<file path="src/rtl/sysexc_pkg.sv">
// Package: shared constants for the system exception state registers.
// Assumes a 12-bit byte offset on the register bus.
package sysexc_pkg;
    localparam int NUM_EXC = 8;
    localparam int VEC_W   = 9;
    localparam int ADDR_W  = 12;
    localparam int DATA_W  = 32;

    localparam logic [ADDR_W-1:0] OFS_CTRL = 12'hD04;
    localparam logic [ADDR_W-1:0] OFS_HND  = 12'hD24;

    typedef enum int {
        EX_NMI  = 0,
        EX_PSV  = 1,
        EX_TICK = 2,
        EX_MEM  = 3,
        EX_BUS  = 4,
        EX_USG  = 5,
        EX_SVC  = 6,
        EX_DBG  = 7
    } exc_idx_e;
endpackage

</file>
<file path="src/rtl/sysexc_cell.sv">
// Module: state for one exception (pending, active and an optional enable).
// Assumes every input is a one-cycle request. Set requests win over clears.
module sysexc_cell #(
    parameter bit HAS_EN = 1'b0
) (
    input  logic clk,
    input  logic rst_n,
    input  logic set_i,
    input  logic clr_i,
    input  logic act_set_i,
    input  logic act_clr_i,
    input  logic en_we_i,
    input  logic en_val_i,
    output logic pend_o,
    output logic act_o,
    output logic en_o
);
    logic pend_q, act_q;

    // Pending flag: a set wins over a software clear or an activation.
    always_ff @(posedge clk) begin
        if (!rst_n) pend_q <= 1'b0;
        else        pend_q <= set_i | (pend_q & ~clr_i & ~act_set_i);
    end

    // Active flag: an activation wins over a deactivation.
    always_ff @(posedge clk) begin
        if (!rst_n) act_q <= 1'b0;
        else        act_q <= act_set_i | (act_q & ~act_clr_i);
    end

    generate
        if (HAS_EN) begin : g_en
            logic en_q;
            // Enable flag: loaded only by a handler-register write.
            always_ff @(posedge clk) begin
                if (!rst_n)       en_q <= 1'b0;
                else if (en_we_i) en_q <= en_val_i;
            end
            assign en_o = en_q;

            p_en_hold_r10: assert property (@(posedge clk) disable iff (!rst_n)
                !en_we_i |=> $stable(en_q));
        end else begin : g_no_en
            assign en_o = 1'b0;
        end
    endgenerate

    assign pend_o = pend_q;
    assign act_o  = act_q;

    p_set_wins_r5: assert property (@(posedge clk) disable iff (!rst_n)
        set_i |=> pend_o);
    p_clr_r3: assert property (@(posedge clk) disable iff (!rst_n)
        (clr_i && !set_i) |=> !pend_o);
    p_activate_r6: assert property (@(posedge clk) disable iff (!rst_n)
        (act_set_i && !set_i) |=> (act_o && !pend_o));
    p_deactivate_r7: assert property (@(posedge clk) disable iff (!rst_n)
        (act_clr_i && !act_set_i) |=> !act_o);
endmodule

</file>
<file path="src/rtl/sysexc_wdec.sv">
// Module: decodes a register write into per-exception set, clear and enable requests.
// Assumes a write lasts one cycle. Unmapped offsets produce no request.
module sysexc_wdec
    import sysexc_pkg::*;
(
    input  logic              wr_i,
    input  logic [ADDR_W-1:0] addr_i,
    input  logic [DATA_W-1:0] wdata_i,
    output logic [NUM_EXC-1:0] sw_set_o,
    output logic [NUM_EXC-1:0] sw_clr_o,
    output logic [NUM_EXC-1:0] en_we_o,
    output logic [NUM_EXC-1:0] en_val_o
);
    logic hit_ctrl, hit_hnd;

    // Offset match.
    always_comb begin
        hit_ctrl = wr_i && (addr_i == OFS_CTRL);
        hit_hnd  = wr_i && (addr_i == OFS_HND);
    end

    // Software set/clear pairs, taken from the control/state register.
    always_comb begin
        sw_set_o = '0;
        sw_clr_o = '0;
        sw_set_o[EX_NMI]  = hit_ctrl & wdata_i[31];
        sw_set_o[EX_PSV]  = hit_ctrl & wdata_i[28];
        sw_clr_o[EX_PSV]  = hit_ctrl & wdata_i[27];
        sw_set_o[EX_TICK] = hit_ctrl & wdata_i[26];
        sw_clr_o[EX_TICK] = hit_ctrl & wdata_i[25];
    end

    // Enable writes, taken from the handler register.
    always_comb begin
        en_we_o  = '0;
        en_val_o = '0;
        en_we_o[EX_MEM]  = hit_hnd;
        en_we_o[EX_BUS]  = hit_hnd;
        en_we_o[EX_USG]  = hit_hnd;
        en_val_o[EX_MEM] = wdata_i[16];
        en_val_o[EX_BUS] = wdata_i[17];
        en_val_o[EX_USG] = wdata_i[18];
    end
endmodule

</file>
<file path="src/rtl/sysexc_rdmux.sv">
// Module: builds read values from live state and registers them on a read strobe.
// Assumes vector numbers are no wider than 9 bits.
module sysexc_rdmux
    import sysexc_pkg::*;
(
    input  logic               clk,
    input  logic               rst_n,
    input  logic               rd_i,
    input  logic [ADDR_W-1:0]  addr_i,
    input  logic [NUM_EXC-1:0] pend_i,
    input  logic [NUM_EXC-1:0] act_i,
    input  logic [NUM_EXC-1:0] en_i,
    input  logic               cur_vld_i,
    input  logic [VEC_W-1:0]   cur_vec_i,
    input  logic               top_vld_i,
    input  logic [VEC_W-1:0]   top_vec_i,
    input  logic               ext_pend_i,
    input  logic               ext_act_i,
    output logic [DATA_W-1:0]  rdata_o
);
    logic [DATA_W-1:0] ctrl_val, hnd_val, sel_val;

    // Control/state register value.
    always_comb begin
        ctrl_val = '0;
        if (cur_vld_i) ctrl_val[VEC_W-1:0]     = cur_vec_i;
        if (top_vld_i) ctrl_val[12 +: VEC_W]   = top_vec_i;
        ctrl_val[11] = ext_act_i;
        ctrl_val[22] = ext_pend_i;
        ctrl_val[26] = pend_i[EX_TICK];
        ctrl_val[28] = pend_i[EX_PSV];
        ctrl_val[31] = pend_i[EX_NMI];
    end

    // Handler control/state register value.
    always_comb begin
        hnd_val = '0;
        hnd_val[0]  = act_i[EX_MEM];
        hnd_val[1]  = act_i[EX_BUS];
        hnd_val[3]  = act_i[EX_USG];
        hnd_val[7]  = act_i[EX_SVC];
        hnd_val[8]  = act_i[EX_DBG];
        hnd_val[10] = act_i[EX_PSV];
        hnd_val[11] = act_i[EX_TICK];
        hnd_val[12] = pend_i[EX_USG];
        hnd_val[13] = pend_i[EX_MEM];
        hnd_val[14] = pend_i[EX_BUS];
        hnd_val[15] = pend_i[EX_SVC];
        hnd_val[16] = en_i[EX_MEM];
        hnd_val[17] = en_i[EX_BUS];
        hnd_val[18] = en_i[EX_USG];
    end

    // Offset select. Unmapped offsets read as zero.
    always_comb begin
        case (addr_i)
            OFS_CTRL: sel_val = ctrl_val;
            OFS_HND:  sel_val = hnd_val;
            default:  sel_val = '0;
        endcase
    end

    // Read data register, loaded only on a read strobe.
    always_ff @(posedge clk) begin
        if (!rst_n)    rdata_o <= '0;
        else if (rd_i) rdata_o <= sel_val;
    end

    p_rdata_hold_r12: assert property (@(posedge clk) disable iff (!rst_n)
        !rd_i |=> $stable(rdata_o));
    p_nmi_visible_r2: assert property (@(posedge clk) disable iff (!rst_n)
        (rd_i && addr_i == OFS_CTRL) |=> (rdata_o[31] == $past(pend_i[EX_NMI])));
endmodule

</file>
<file path="src/rtl/sysexc_state_regs.sv">
// Module: top of the system exception pending/active/enable registers.
// Assumes one register access per cycle and one-cycle event pulses from
// hardware and the core. Priority selection is done elsewhere.
module sysexc_state_regs
    import sysexc_pkg::*;
(
    input  logic                clk,
    input  logic                rst_n,
    input  logic                bus_wr,
    input  logic                bus_rd,
    input  logic [ADDR_W-1:0]   bus_addr,
    input  logic [DATA_W-1:0]   bus_wdata,
    output logic [DATA_W-1:0]   bus_rdata,
    input  logic [NUM_EXC-1:0]  hw_set_pend,
    input  logic [NUM_EXC-1:0]  core_act_set,
    input  logic [NUM_EXC-1:0]  core_act_clr,
    input  logic                cur_vld,
    input  logic [VEC_W-1:0]    cur_vec,
    input  logic                top_pend_vld,
    input  logic [VEC_W-1:0]    top_pend_vec,
    input  logic                ext_pend_any,
    input  logic                ext_act_other
);
    logic [NUM_EXC-1:0] sw_set, sw_clr, en_we, en_val;
    logic [NUM_EXC-1:0] pend, act, en;

    sysexc_wdec u_wdec (
        .wr_i     (bus_wr),
        .addr_i   (bus_addr),
        .wdata_i  (bus_wdata),
        .sw_set_o (sw_set),
        .sw_clr_o (sw_clr),
        .en_we_o  (en_we),
        .en_val_o (en_val)
    );

    generate
        for (genvar i = 0; i < NUM_EXC; i++) begin : g_cell
            localparam bit CELL_EN = (i == EX_MEM) || (i == EX_BUS) || (i == EX_USG);
            sysexc_cell #(.HAS_EN(CELL_EN)) u_cell (
                .clk       (clk),
                .rst_n     (rst_n),
                .set_i     (hw_set_pend[i] | sw_set[i]),
                .clr_i     (sw_clr[i]),
                .act_set_i (core_act_set[i]),
                .act_clr_i (core_act_clr[i]),
                .en_we_i   (en_we[i]),
                .en_val_i  (en_val[i]),
                .pend_o    (pend[i]),
                .act_o     (act[i]),
                .en_o      (en[i])
            );
        end
    endgenerate

    sysexc_rdmux u_rdmux (
        .clk        (clk),
        .rst_n      (rst_n),
        .rd_i       (bus_rd),
        .addr_i     (bus_addr),
        .pend_i     (pend),
        .act_i      (act),
        .en_i       (en),
        .cur_vld_i  (cur_vld),
        .cur_vec_i  (cur_vec),
        .top_vld_i  (top_pend_vld),
        .top_vec_i  (top_pend_vec),
        .ext_pend_i (ext_pend_any),
        .ext_act_i  (ext_act_other),
        .rdata_o    (bus_rdata)
    );

    p_pair_set_wins_r4: assert property (@(posedge clk) disable iff (!rst_n)
        (bus_wr && bus_addr == OFS_CTRL && bus_wdata[26] && bus_wdata[25]) |=> pend[EX_TICK]);
    p_hnd_write_keeps_pend_r10: assert property (@(posedge clk) disable iff (!rst_n)
        (bus_wr && bus_addr == OFS_HND && hw_set_pend == '0 && core_act_set == '0) |=> $stable(pend));
    p_reset_clear_r1: assert property (@(posedge clk)
        !rst_n |=> (pend == '0 && act == '0 && en == '0));
endmodule

</file>
<file path="config.mk">
export PLATFORM = sky130hd
export DESIGN_NAME = sysexc_state_regs
export DESIGN_NICKNAME = d
export VERILOG_FILES = /design/src/rtl/sysexc_pkg.sv /design/src/rtl/sysexc_cell.sv /design/src/rtl/sysexc_wdec.sv /design/src/rtl/sysexc_rdmux.sv /design/src/rtl/sysexc_state_regs.sv
export SDC_FILE = /design/constraint.sdc
export NUM_CORES = 1
export LEC_CHECK = 0
export ABC_CLOCK_PERIOD_IN_PS = 4100
export CAP_MARGIN = 20
export CORE_ASPECT_RATIO = 0.7
export CORE_UTILIZATION = 35
export DETAILED_ROUTE_END_ITERATION = 10
export PLACE_DENSITY = 0.75
export RECOVER_POWER = 50
export SLEW_MARGIN = 20
export SYNTH_ARGS = -nofsm -noshare
export SYNTH_HDL_FRONTEND = slang
export SYNTH_HIERARCHICAL = 1
export SYNTH_SLANG_ARGS = --single-unit
</file>
<file path="constraint.sdc">
create_clock -name clk -period 4.1 [get_ports clk]
set_clock_uncertainty 0.05 [all_clocks]
set_input_delay 1.23 -clock clk [delete_from_list [all_inputs] [get_ports clk]]
set_output_delay 1.23 -clock clk [all_outputs]
set_load 0.1 [all_outputs]
</file>
==> results by group <==
Layout
  • Commonest non-fill, non-tap cells in the layout: 89 x clkdlybuf4s50_1, 41 x dfxtp_1, 31 x nand2_1
  • Commonest non-fill, non-tap cell in the layout: clkdlybuf4s50_1
  • Diodes inserted: 0
  • # fillers: 514
  • P&R area growth vs syn: 49.48%
  • Proportion of layout cells with a drive suffix above 1: 0.05686
  • Net total in the final layout: 392

Min path
  • Hold crit path type: flip-flop to flip-flop

Placed design
  • Port bufs: 91
  • Post-detail-place hpwl: 3552 µm
  • Placer Congestion: 0.6935

Clock network
  • Num CTS Buffers: 5
  • Post-CTS Setup Bufs: 0
  • Clock transition at path regs: 0.08 ns
  • Clk sinks: 41
  • CTS tree: done
  • H-tree Lvls: 2
  • Clk_lat worst skew: 0.29 ns
  • # resized after CTS: 0
  • Hold_buf cts: 0
  • Clock tree buffer depth: 2
  • Root buffer cell: clkbuf_8

Die
  • Initial Utilization: 0.3655
  • I/O pin count: 126
  • Core Region: 5285 µm²
  • # rows: 22
  • Die width: 90.80 µm
  • Die Y: 64.16 µm
  • Die ar.: 5826 µm²

Timing
  • Max_slew headroom: 0.3317
  • RSZ-0062 raised after global routing: false
  • Minimum hold slack: 0.4013 ns
  • Count of final max-slew check failures: 0
  • Worst-margin pin slew: 0.9994 ns
  • Tmin final: 3.103 ns
  • Final setup violation count: 0
  • Fin. Hold Viols: 0
  • Max Clk Rate: 322.3 MHz
  • Period utilization: 0.7568
  • Setup_tns: 0 ns

Critical path
  • Critical path arrival: 3.25 ns
  • CP max stage delay: 0.77 ns
  • Crit-path cells: dlygate4sd3_1 > nor4b_1 > nand4_1 > o21ai_0
  • Worst Setup EP: u_rdmux/rdata_o[20]
  • Worst r2r path cells: 2
  • CP max stage cell: nand4_1
  • End of the worst register-to-register path: u_rdmux/rdata_o[17]
  • CP Capture Type: flip-flop
  • R2r setup slk: 3.32 ns
  • CP Buf/Inv Count: 1
  • Crit path depth: 4
  • CP required: 4.24 ns
  • CP delay by family, top: simple AND/OR/NAND/NOR gates
  • CP Class: primary input to flip-flop
  • Startpoint types: primary input
  • Worst r2r src: g_cell[4].u_cell/en_o
  • Worst-path fanout max: 24
  • Critical Path Start: bus_addr[4]

Pwr
  • Overall Power: 0.8955 mW
  • Leak: 1.041 nW
  • Peak supply drop: 0.1758 mV
  • Pwr Density: 310.1 nW/µm²

GRT
  • Largest net degree at the start of global routing: 25
  • Initial antenna violation count: 0
  • Total grt overflow: 0
  • GRT Overall Usage: 0.1644
  • Vias in the first global route: 1580
  • First-pass GRT wire length: 7396 µm

Routing
  • Vias per Instance: 4.499
  • Wire per inst: 12.46 µm
  • Vias: 1669
  • Post-route antenna net violation count: 0
  • DR pass1 iterations: 4
  • DRT iter0 DRCs: 46
  • Drt drc: 0
  • DRT Wirelength: 4624 µm

Status
  • Status: completed

Logic synthesis
  • Mean Syn Cell Area: 8.985 µm²
  • Mapped Cells: 215
  • Synthesized area: 1932 µm²
  • Yosys warns: 6

Run
  • Number of max-cap violations: 0
==> state kept, by name, summed over array words and instances, names as in the netlist <==
| signal | flops |
|---|---|
| g_cell.u_cell/en_o | 3 |
| g_cell.u_cell/act_o | 7 |
| u_rdmux/rdata_o | 24 |
| g_cell.u_cell/pend_o | 7 |
==> worst min-delay path, cell delays in order, from the launching register on <==
cell and delay [ns]:
dfxtp_1 0.32, nand2_1 0.05, o21ai_1 0.05
==> metal layers <==
metal | GRT usage | part of all wire | vias to the layer above
met2 | 0.2718 | 0.44 | 55
met5 | 0 | 0 | -
met1 | 0.2042 | 0.48 | 748
met3 | 0.05119 | 0.072 | 5
li1 | - | - | 861
met4 | 0.05357 | 0.0089 | 0
==> cell type report <==
cell class	count	area [µm²]	area share
repair buffers	95	933.4	0.3232
multi-input cells	154	923.4	0.3198
flip-flops and latches	41	820.8	0.2842
well taps	72	90.09	0.03120
clock buffers	7	86.33	0.02990
clock inverters	1	30.03	0.01040
inverters	1	3.754	0.001300
==> how the worst min path moves through the flow <==
stage | from | endpoint | slack (ns) | depth (start not counted)
global route | u_rdmux/rdata_o[5] | u_rdmux/rdata_o[5] | 0.43 | 2
CTS | u_rdmux/rdata_o[31] | u_rdmux/rdata_o[31] | 0.40 | 2
detailed placement | u_rdmux/rdata_o[31] | u_rdmux/rdata_o[31] | 0.39 | 2
global placement | u_rdmux/rdata_o[4] | u_rdmux/rdata_o[4] | 0.38 | 2
finish | u_rdmux/rdata_o[1] | u_rdmux/rdata_o[1] | 0.40 | 2
floorplan | g_cell[1].u_cell/act_o | u_rdmux/rdata_o[10] | 0.38 | 2
==> metrics by stage <==
step | std cells | utilization | setup WS, ns | area, µm²
after floorplan | 230 | - | 1.316 | 1988
after global placement | 363 | 0.5289 | 0.8903 | 2795
after detailed placement | 363 | 0.5289 | 0.8752 | 2795
final | 371 | 0.5464 | 0.9972 | 2888
after global routing | 371 | 0.5464 | 0.6687 | 2888
after CTS | 371 | 0.5509 | 1.018 | 2912
==> report_power, final <==
group,internal [mW],switching (mW),total (mW),leakage (nW)
registers,0.407,0.00389,0.411,0.335
logic,0.0787,0.0685,0.147,0.648
clock network,0.199,0.139,0.337,0.0585
No activity file was read; power rests on OpenSTA's default activity.
